$ cat src/rtl/srw_pkg.sv
package srw_pkg;

  localparam int ADDR_W     = 32;
  localparam int SAMPLE_W   = 16;
  localparam int TS_W       = 64;
  localparam int LINE_W     = 8;
  localparam int REC_BYTES  = 128;
  localparam int REC_OFS_W  = $clog2(REC_BYTES);
  localparam int REC_W      = REC_BYTES * 8;
  localparam int TS_BYTE    = 'h50;
  localparam int LINE_BYTE  = 'h58;

  // byte address of record slot idx
  function automatic logic [ADDR_W-1:0] slot_addr(input logic [ADDR_W-1:0] base,
                                                  input logic [ADDR_W-1:0] idx);
    return base + (idx << REC_OFS_W);
  endfunction

  // slot index following idx in a ring whose top slot is last
  function automatic logic [ADDR_W-1:0] ring_next(input logic [ADDR_W-1:0] idx,
                                                  input logic [ADDR_W-1:0] last);
    return (idx == last) ? '0 : idx + 1'b1;
  endfunction

endpackage

$ cat src/rtl/srw_timebase.sv
module srw_timebase #(
  parameter int TS_W = srw_pkg::TS_W
) (
  input  logic            clk,
  input  logic            rst_n,
  output logic [TS_W-1:0] ts_o
);

  logic [TS_W-1:0] cnt_q;

  always_ff @(posedge clk or negedge rst_n) begin
    if (!rst_n) cnt_q <= '0;
    else        cnt_q <= cnt_q + 1'b1;
  end

  assign ts_o = cnt_q;

  assert_ts_step_R3: assert property (@(posedge clk) disable iff (!rst_n)
    1'b1 |=> ts_o == $past(ts_o) + 1'b1);

endmodule

$ cat src/rtl/srw_record_pack.sv
module srw_record_pack #(
  parameter int NUM_CH = 40
) (
  input  logic [NUM_CH*srw_pkg::SAMPLE_W-1:0] samples_i,
  input  logic [srw_pkg::TS_W-1:0]            ts_i,
  input  logic [srw_pkg::LINE_W-1:0]          lines_i,
  output logic [srw_pkg::REC_W-1:0]           rec_o
);
  import srw_pkg::*;

  localparam int TS_LSB   = TS_BYTE * 8;
  localparam int LINE_LSB = LINE_BYTE * 8;

  // lowest byte address carries the least significant byte of every field
  always_comb begin
    rec_o = '0;
    for (int ch = 0; ch < NUM_CH; ch++) begin
      rec_o[ch*SAMPLE_W +: SAMPLE_W] = samples_i[ch*SAMPLE_W +: SAMPLE_W];
    end
    rec_o[TS_LSB +: TS_W]     = ts_i;
    rec_o[LINE_LSB +: LINE_W] = lines_i;
  end

  always_comb begin
    assert_pad_zero_R4: assert (rec_o[REC_W-1:LINE_LSB+LINE_W] == '0);
  end

endmodule

$ cat src/rtl/srw_wr_pointer.sv
module srw_wr_pointer #(
  parameter logic [srw_pkg::ADDR_W-1:0] BASE    = 32'h8000_0000,
  parameter int unsigned                NUM_REC = 32'h0100_0000
) (
  input  logic                        clk,
  input  logic                        rst_n,
  input  logic                        adv_i,
  output logic [srw_pkg::ADDR_W-1:0]  addr_o
);
  import srw_pkg::*;

  localparam int unsigned IDX_W = (NUM_REC > 1) ? $clog2(NUM_REC) : 1;
  localparam logic [ADDR_W-1:0] LAST_IDX = ADDR_W'(NUM_REC - 1);
  localparam logic [ADDR_W-1:0] TOP_ADDR = slot_addr(BASE, LAST_IDX);

  logic [IDX_W-1:0]  idx_q;
  logic [ADDR_W-1:0] idx_wide;
  logic [ADDR_W-1:0] idx_succ;

  assign idx_wide = ADDR_W'(idx_q);
  assign idx_succ = ring_next(idx_wide, LAST_IDX);

  always_ff @(posedge clk or negedge rst_n) begin
    if (!rst_n)     idx_q <= '0;
    else if (adv_i) idx_q <= idx_succ[IDX_W-1:0];
  end

  assign addr_o = slot_addr(BASE, idx_wide);

  assert_step_R6: assert property (@(posedge clk) disable iff (!rst_n)
    adv_i && (addr_o != TOP_ADDR) |=> addr_o == $past(addr_o) + ADDR_W'(REC_BYTES));
  assert_idle_R6: assert property (@(posedge clk) disable iff (!rst_n)
    !adv_i |=> $stable(addr_o));
  assert_wrap_R7: assert property (@(posedge clk) disable iff (!rst_n)
    adv_i && (addr_o == TOP_ADDR) |=> addr_o == BASE);

endmodule

$ cat src/rtl/scope_ring_writer.sv
module scope_ring_writer #(
  parameter int                         NUM_CH       = 40,
  parameter logic [srw_pkg::ADDR_W-1:0] BASE         = 32'h8000_0000,
  parameter longint unsigned            REGION_BYTES = 64'h8000_0000
) (
  input  logic                                clk,
  input  logic                                rst_n,
  input  logic                                vec_valid_i,
  input  logic [NUM_CH*srw_pkg::SAMPLE_W-1:0] vec_samples_i,
  input  logic [srw_pkg::LINE_W-1:0]          lines_i,
  output logic                                mem_valid_o,
  input  logic                                mem_ready_i,
  output logic [srw_pkg::ADDR_W-1:0]          mem_addr_o,
  output logic [srw_pkg::REC_W-1:0]           mem_data_o,
  output logic [srw_pkg::ADDR_W-1:0]          next_addr_o,
  output logic                                overflow_o
);
  import srw_pkg::*;

  localparam int unsigned NUM_REC = 32'(REGION_BYTES / REC_BYTES);
  localparam logic [63:0] END64   = 64'(BASE) + REGION_BYTES;

  logic [TS_W-1:0]   ts;
  logic [REC_W-1:0]  rec_now;
  logic [ADDR_W-1:0] slot_addr_now;

  logic              pend_q;
  logic [ADDR_W-1:0] addr_q;
  logic [REC_W-1:0]  data_q;
  logic              ovf_q;

  // named events for the assertions
  logic mem_fire, slot_free, take_vec, drop_vec;
  assign mem_fire  = pend_q && mem_ready_i;
  assign slot_free = !pend_q || mem_ready_i;
  assign take_vec  = vec_valid_i && slot_free;
  assign drop_vec  = vec_valid_i && !slot_free;

  srw_timebase #(.TS_W(TS_W)) u_timebase (
    .clk   (clk),
    .rst_n (rst_n),
    .ts_o  (ts)
  );

  srw_record_pack #(.NUM_CH(NUM_CH)) u_pack (
    .samples_i (vec_samples_i),
    .ts_i      (ts),
    .lines_i   (lines_i),
    .rec_o     (rec_now)
  );

  srw_wr_pointer #(.BASE(BASE), .NUM_REC(NUM_REC)) u_ptr (
    .clk    (clk),
    .rst_n  (rst_n),
    .adv_i  (take_vec),
    .addr_o (slot_addr_now)
  );

  always_ff @(posedge clk or negedge rst_n) begin
    if (!rst_n) begin
      pend_q <= 1'b0;
      addr_q <= '0;
    end else if (take_vec) begin
      pend_q <= 1'b1;
      addr_q <= slot_addr_now;
    end else if (mem_fire) begin
      pend_q <= 1'b0;
    end
  end

  always_ff @(posedge clk or negedge rst_n) begin
    if (!rst_n)        data_q <= '0;
    else if (take_vec) data_q <= rec_now;
  end

  always_ff @(posedge clk or negedge rst_n) begin
    if (!rst_n)        ovf_q <= 1'b0;
    else if (drop_vec) ovf_q <= 1'b1;
  end

  assign mem_valid_o = pend_q;
  assign mem_addr_o  = addr_q;
  assign mem_data_o  = data_q;
  assign next_addr_o = slot_addr_now;
  assign overflow_o  = ovf_q;

  assert_take_R5: assert property (@(posedge clk) disable iff (!rst_n)
    take_vec |=> mem_valid_o && (mem_addr_o == $past(next_addr_o)));
  assert_hold_R8: assert property (@(posedge clk) disable iff (!rst_n)
    mem_valid_o && !mem_ready_i |=> mem_valid_o && $stable(mem_addr_o) && $stable(mem_data_o));
  assert_drop_R9: assert property (@(posedge clk) disable iff (!rst_n)
    drop_vec |=> overflow_o && $stable(next_addr_o));
  assert_no_overflow_clear_R9: assert property (@(posedge clk) disable iff (!rst_n)
    overflow_o |=> overflow_o);
  assert_back_to_back_R10: assert property (@(posedge clk) disable iff (!rst_n)
    mem_fire && vec_valid_i |=> mem_valid_o);
  assert_addr_in_region_R7: assert property (@(posedge clk) disable iff (!rst_n)
    mem_valid_o |-> (mem_addr_o >= BASE) && (64'(mem_addr_o) < END64)
                    && (mem_addr_o[REC_OFS_W-1:0] == '0));

endmodule

$ cat config.mk
export PLATFORM = sky130hd
export DESIGN_NAME = scope_ring_writer
export DESIGN_NICKNAME = d
export VERILOG_FILES = /design/src/rtl/srw_pkg.sv /design/src/rtl/srw_timebase.sv /design/src/rtl/srw_record_pack.sv /design/src/rtl/srw_wr_pointer.sv /design/src/rtl/scope_ring_writer.sv
export SDC_FILE = /design/constraint.sdc
export NUM_CORES = 2
export LEC_CHECK = 0
export BUFFER_PORTS_ARGS = -buffer_cell sky130_fd_sc_hd__buf_2
export CAP_MARGIN = 20
export CORE_AREA = 4 4 679 681
export CTS_CLUSTER_SIZE = 10
export DETAILED_ROUTE_END_ITERATION = 6
export DIE_AREA = 0 0 683 685
export PLACE_DENSITY = 0.32
export SLEW_MARGIN = 10
export SYNTH_ARGS = -nofsm -noshare
export SYNTH_HDL_FRONTEND = slang
export SYNTH_SLANG_ARGS = --single-unit
export TNS_END_PERCENT = 1
$ cat constraint.sdc
create_clock -name clk -period 2 [get_ports clk]
set_input_delay 0.2 -clock clk [delete_from_list [all_inputs] [get_ports clk]]
set_output_delay 0.2 -clock clk [all_outputs]
set_load 0.03 [all_outputs]
### Word level (Yosys, flattened, before mapping)

Index checks and enable logic that the tools add are counted.

| storage, ports and cells | value |
|---|---|
| register bits after elaboration | 834 |
| bits of input ports | 652 |
| logic and storage cells | 20 |

| operators by class | value |
|---|---|
| $add $sub $neg | 3 |
| equality and inequality tests | 1 |
| mux-type cells | 3 |
| reductions and logical operators | 7 |

Operators by type and width:

| kind | count |
|---|---|
| $add 64x1->64 const B | 1 |
| $add 32x31->32 const A | 1 |
| $add 24x1->24 const B | 1 |
| $eq 24x24->1 const B | 1 |
| $mux 24 | 1 |
| $logic_and 1x1->1 | 3 |
| $logic_not 1->1 | 2 |
| $mux 1 | 2 |
| $reduce_bool 2->1 | 1 |
| $logic_or 1x1->1 | 1 |

### Depth between registers and ports, before layout

| depth | value |
|---|---|
| word-level depth | 4 |
| depth in mapped cells | 7 |
| depth with buffers taken out | 6 |

### Hierarchy

From an unflattened synthesis, not the netlist that was laid out.

| second synthesis, totals | value |
|---|---|
| cells, all modules | 3,674 |
| area, all modules | 54,951.5 um^2 |

By module, submodules not included:

| module | times used | cells an instance | area each (um^2) | seq. area each (um^2) |
|---|---|---|---|---|
| scope_ring_writer | 1 | 2,237 | 42,928.7 | 26,475.4 |
| srw_record_pack | 1 | 1,025 | 7,691.1 | 0.0 |
| srw_timebase | 1 | 273 | 2,995.4 | 1,601.5 |
| srw_wr_pointer | 1 | 139 | 1,336.3 | 600.6 |

### Least setup slack after synthesis

Ideal clock, no wire load.

| path | value |
|---|---|
| kind | register -> register |
| from | register u_ptr.idx_q[5] |
| to | register u_ptr.idx_q[11] |
| setup time | 0.132 ns |
| data arrival time | 1.789 ns |
| setup slack | 0.079 ns |
| stages on the path, launching flop included | 8 |
| path buffers | 2 |
| cell sequence | dfrtp_1 > and4_1 > nand2_1 > clkbuf_1 > nand4b_1 > nor2_1 > clkbuf_1 > nor2_1 |

| on the way | value |
|---|---|
| longest elaborated chain between the ends | 2 |
| elaborated cells on any way between the ends | 3 |

Ends and longest elaborated chain:

| what | line | text |
|---|---|---|
| from (decl) | srw_wr_pointer.sv:16 | `logic [IDX_W-1:0] idx_q;` |
| from (signal assigned) | srw_wr_pointer.sv:25 | `else if (adv_i) idx_q <= idx_succ[IDX_W-1:0];` |
| $add 24x1->24 or $eq 24x24->1 (tied branches) | srw_pkg.sv:22 | `return (idx == last) ? '0 : idx + 1'b1;` |
| $mux 24 * | srw_pkg.sv:22 |  |

Every way passes the cells marked *; elsewhere a longest branch is shown, timed or not.
A chain may end at the register's enable or synchronous reset.

### Worst setup path in the final report

| path | value |
|---|---|
| from | register data_q[548], in the netlist mem_data_o[548] |
| to | output mem_data_o[548] (netlist name) |

RTL lines:

| what | line | text |
|---|---|---|
| from (decl) | scope_ring_writer.sv:29 | `logic [REC_W-1:0] data_q;` |
| from (signal assigned) | scope_ring_writer.sv:73 | `else if (take_vec) data_q <= rec_now;` |
| to (decl) | scope_ring_writer.sv:14 | `output logic [srw_pkg::REC_W-1:0] mem_data_o,` |

No word-level cell between the ends.

==> summary.txt <==
Yosys
  • Main flop type after synthesis: dfrtp_1
  • Post-synthesis adder-cell area fraction: 0.000735
  • Post-Synth Simple-Gate Area: 0.275
  • Synth area leaders: dfrtp_1 61%, nand2_1 24%, buf_4 7.2%
  • Mux contribution to synthesized area: 0
  • Synthesized instance count: 3,836
  • Synth cell count leaders: 2,219 x nand2_1, 827 x dfrtp_1, 327 x buf_4, 150 x clkbuf_1, 52 x nor2_1
  • Main combinational cell family by area after synthesis: simple AND/OR/NAND/NOR gates
  • Sequential fraction of the synthesis area: 0.607
  • Number of warnings issued by yosys: 0
  • Yosys cell types: 33
  • Register bit total from synthesis: 827
  • Post-synth EDFFs: 0
  • Leading area contributor after synthesis: dfrtp_1
  • Mapped Area: 0.0341 sq mm
  • Asr flop ratio synth: 1.00
  • Top-area cell type share of the netlist area: 0.607
  • Syn avg cell area: 8.88 sq um
  • Most frequent cell after synthesis: nand2_1
  • XOR/XNOR share of the synthesized area: 0.0216
  • Post-synthesis compound-gate area fraction: 0.00213

Power and ir drop
  • Int Pwr: 36,100 uW
  • Reg power frac: 0.346
  • Net Switching: 21,100 uW
  • Gate power share: 0.261
  • VDD IR max: 0.727 mV
  • LEAKAGE: 0.0314 uW
  • Power per cell area: 921 mW/mm^2
  • Clk pwr share: 0.394
  • Sw Ratio: 0.368

Routing
  • Final wirelength: 306,000 microns
  • DR vias/cell: 2.85
  • Total iterations of the first detailed-routing run: 5
  • Post-route ant nets: 0
  • DR WL/cell: 24.5 microns
  • DRC violations left: 0
  • DR iter-0 viols: 2,242
  • Vias: 35,573

Critical path
  • Worst-path cell chain: buf_2
  • Startpoint Class: register
  • Critical Path RT: 1800 ps
  • Crit path max fanout: 2
  • Crit path DAT: 1710 ps
  • Crit path capture type: primary output
  • WS Path Type: reg2out
  • CP peak stage delay: 540 ps
  • Crit path max-delay family: flip-flops
  • Buf/Inv on CP: 1
  • Slowest cell on crit path: dfrtp_1

Timing
  • FMAX: 524 MHz
  • Setup_tns: 0 ps
  • Rel. slew slack: 0.629
  • Min Tclk post-route: 1910 ps
  • Hold WS: 108 ps
  • Crit share post-route: 0.955
  • Clk_skew: 74.4 ps
  • RSZ-0062 raised after global routing: false
  • Setup-failing EPs final: 0
  • Least-Margin Pin Slew: 556 ps
  • Final Max Tran Viols: 0
  • Final hold violation count: 0

Placed design
  • Final HPWL DP: 264,000 microns
  • DP Area: 0.0497 sq mm
  • Number of port buffers: 1,414
  • GP Congestion: 0.941

CTS
  • CTS tree: built
  • CTS clk-pin slew, worst paths: 60 ps
  • Worst skew pair latency: 910 ps
  • Clk root buf: clkbuf_16
  • CTS Buf Count: 119
  • H-tree levels: 3
  • CTS Sinks: 827
  • Clk buf depth: 4

Die
  • I/O Pins: 1,742
  • Starting Density: 0.0748
  • Die area: 0.468 sq mm
  • Die width: 683 microns
  • Num rows: 248
  • Die H: 685 microns
  • Core region area: 0.455 sq mm

Global route
  • GR Overflow Total: 0
  • Pin count of the biggest net entering global routing: 66
  • Initial antenna violation count: 318
  • First-pass GRT wire length: 388,000 microns
  • Tot GR Track Use: 0.126
  • Vias in the first global route: 36,067

Run status
  • Status: completed

Cells and area
  • Proportion of layout cells with a drive suffix above 1: 0.301
  • Fillcell total: 52,196
  • Final Util: 0.136
  • Nets: 6,931
  • Synth-to-Final Area Change: 82.2%
  • Fin area: 0.0621 sq mm

Job
  • Max_cap viols: 0

Hold path
  • Hold WC Path Type: in2async
[sequential cells by signal, summed over array words and instances (netlist names)]
name and count:
mem_valid_o 1, mem_addr_o 25, overflow_o 1, u_ptr.idx_q 24, mem_data_o 712, u_timebase.ts_o 64
[cell usage in the layout, fill, tap and decap left out, types with 3 or more instances in the layout]
master | synthesis | routed
dlygate4sd3_1 | 0 | 785
nand3_1 | 33 | 32
nand4_1 | 25 | 25
nand2_1 | 2219 | 2218
clkbuf_16 | 0 | 119
nand4_2 | 3 | 3
nor3_1 | 17 | 15
xnor2_1 | 46 | 46
diode_2 | 0 | 126
clkinv_2 | 0 | 12
dfrtp_1 | 827 | 821
nor4_2 | 4 | 4
nor4_4 | 2 | 3
xor2_1 | 38 | 38
dfrtp_2 | 0 | 6
bufinv_16 | 0 | 10
inv_1 | 14 | 14
conb_1 | 2 | 327
nor3_2 | 2 | 3
o21ai_0 | 13 | 13
nor2_1 | 52 | 49
buf_12 | 0 | 62
nor2_2 | 0 | 3
and4_1 | 7 | 7
inv_6 | 0 | 3
buf_2 | 0 | 1397
buf_6 | 0 | 5
buf_4 | 327 | 242
clkbuf_8 | 0 | 33
nor4_1 | 12 | 11
and3_1 | 7 | 7
clkbuf_1 | 150 | 30
[stage by stage]
step	total power, uW	std cells	worst slack, ps
final	57200	12496	90.8
after global routing	60100	12430	4.48
after CTS	58800	12369	-70.8
after detailed placement	33600	11369	-292
after global placement	33700	11369	-343
after floorplan	26900	4161	79.0
[power groups by stage]
stage	sequential (uW)	combinational [uW]	clock, uW
after CTS	19800	15400	23600
after global routing	20000	16000	24200
final	19800	14900	22500
after floorplan	23500	3330	0
after global placement	20000	13600	0
after detailed placement	20000	13600	0
[worst paths after layout]
check	cells past startpoint	slack, ps	start	endpoint
max	1	90	mem_data_o[548]$_DFFE_PN0P_	mem_data_o[548]
min	3	110	rst_n	mem_data_o[345]$_DFFE_PN0P_
max reg2reg	7	140	u_ptr.idx_q[7]$_DFFE_PN0P_	u_ptr.idx_q[22]$_DFFE_PN0P_
min reg2reg	1	460	mem_addr_o[31]$_DFFE_PN0P_	mem_addr_o[31]$_DFFE_PN0P_
max in group asynchronous	4	1170	rst_n	mem_data_o[452]$_DFFE_PN0P_
min in group clk	4	120	vec_samples_i[374]	mem_data_o[374]$_DFFE_PN0P_
[cells by family after synthesis]
family | count (synthesis)
xor gates and xnor gates | 84
buffers and inverters | 511
DFF | 827
AOI/OAI and AO/OA | 14
other | 2
adders and majority gates | 2
and+or+nand+nor | 2396
[area by class of cell]
type / instances / area, sq um / share of cell area
multi-input cells: 2823 / 11500 / 0.185
well taps: 6000 / 7510 / 0.121
flip-flops and latches: 827 / 20700 / 0.333
inverters: 14 / 52.6 / 0.000846
repair buffers: 2492 / 18000 / 0.290
diodes: 126 / 315 / 0.00508
clock buffers: 182 / 3540 / 0.0571
clock inverters: 32 / 483 / 0.00778
[metal layers]
metal | up-vias | global-route usage | part of all wire
met5 | - | 0 | 0.0021
met4 | 98 | 0.0329 | 0.034
met3 | 559 | 0.0418 | 0.085
met2 | 1649 | 0.213 | 0.48
met1 | 17117 | 0.152 | 0.40
li1 | 16150 | - | -
[what timing repair did]
| item | 4_1_cts | 5_1_grt |
|---|---|---|
| setup buffers | 0 | 1 |
| endpoints found under the setup margin | 22 | 14 |
| resized for setup | 28 | 8 |
| endpoints found under the hold margin | 1478 | 0 |
| hold buffers | 786 | 0 |
| pin swaps | 0 | 4 |
(Power assumes the default switching activity.)
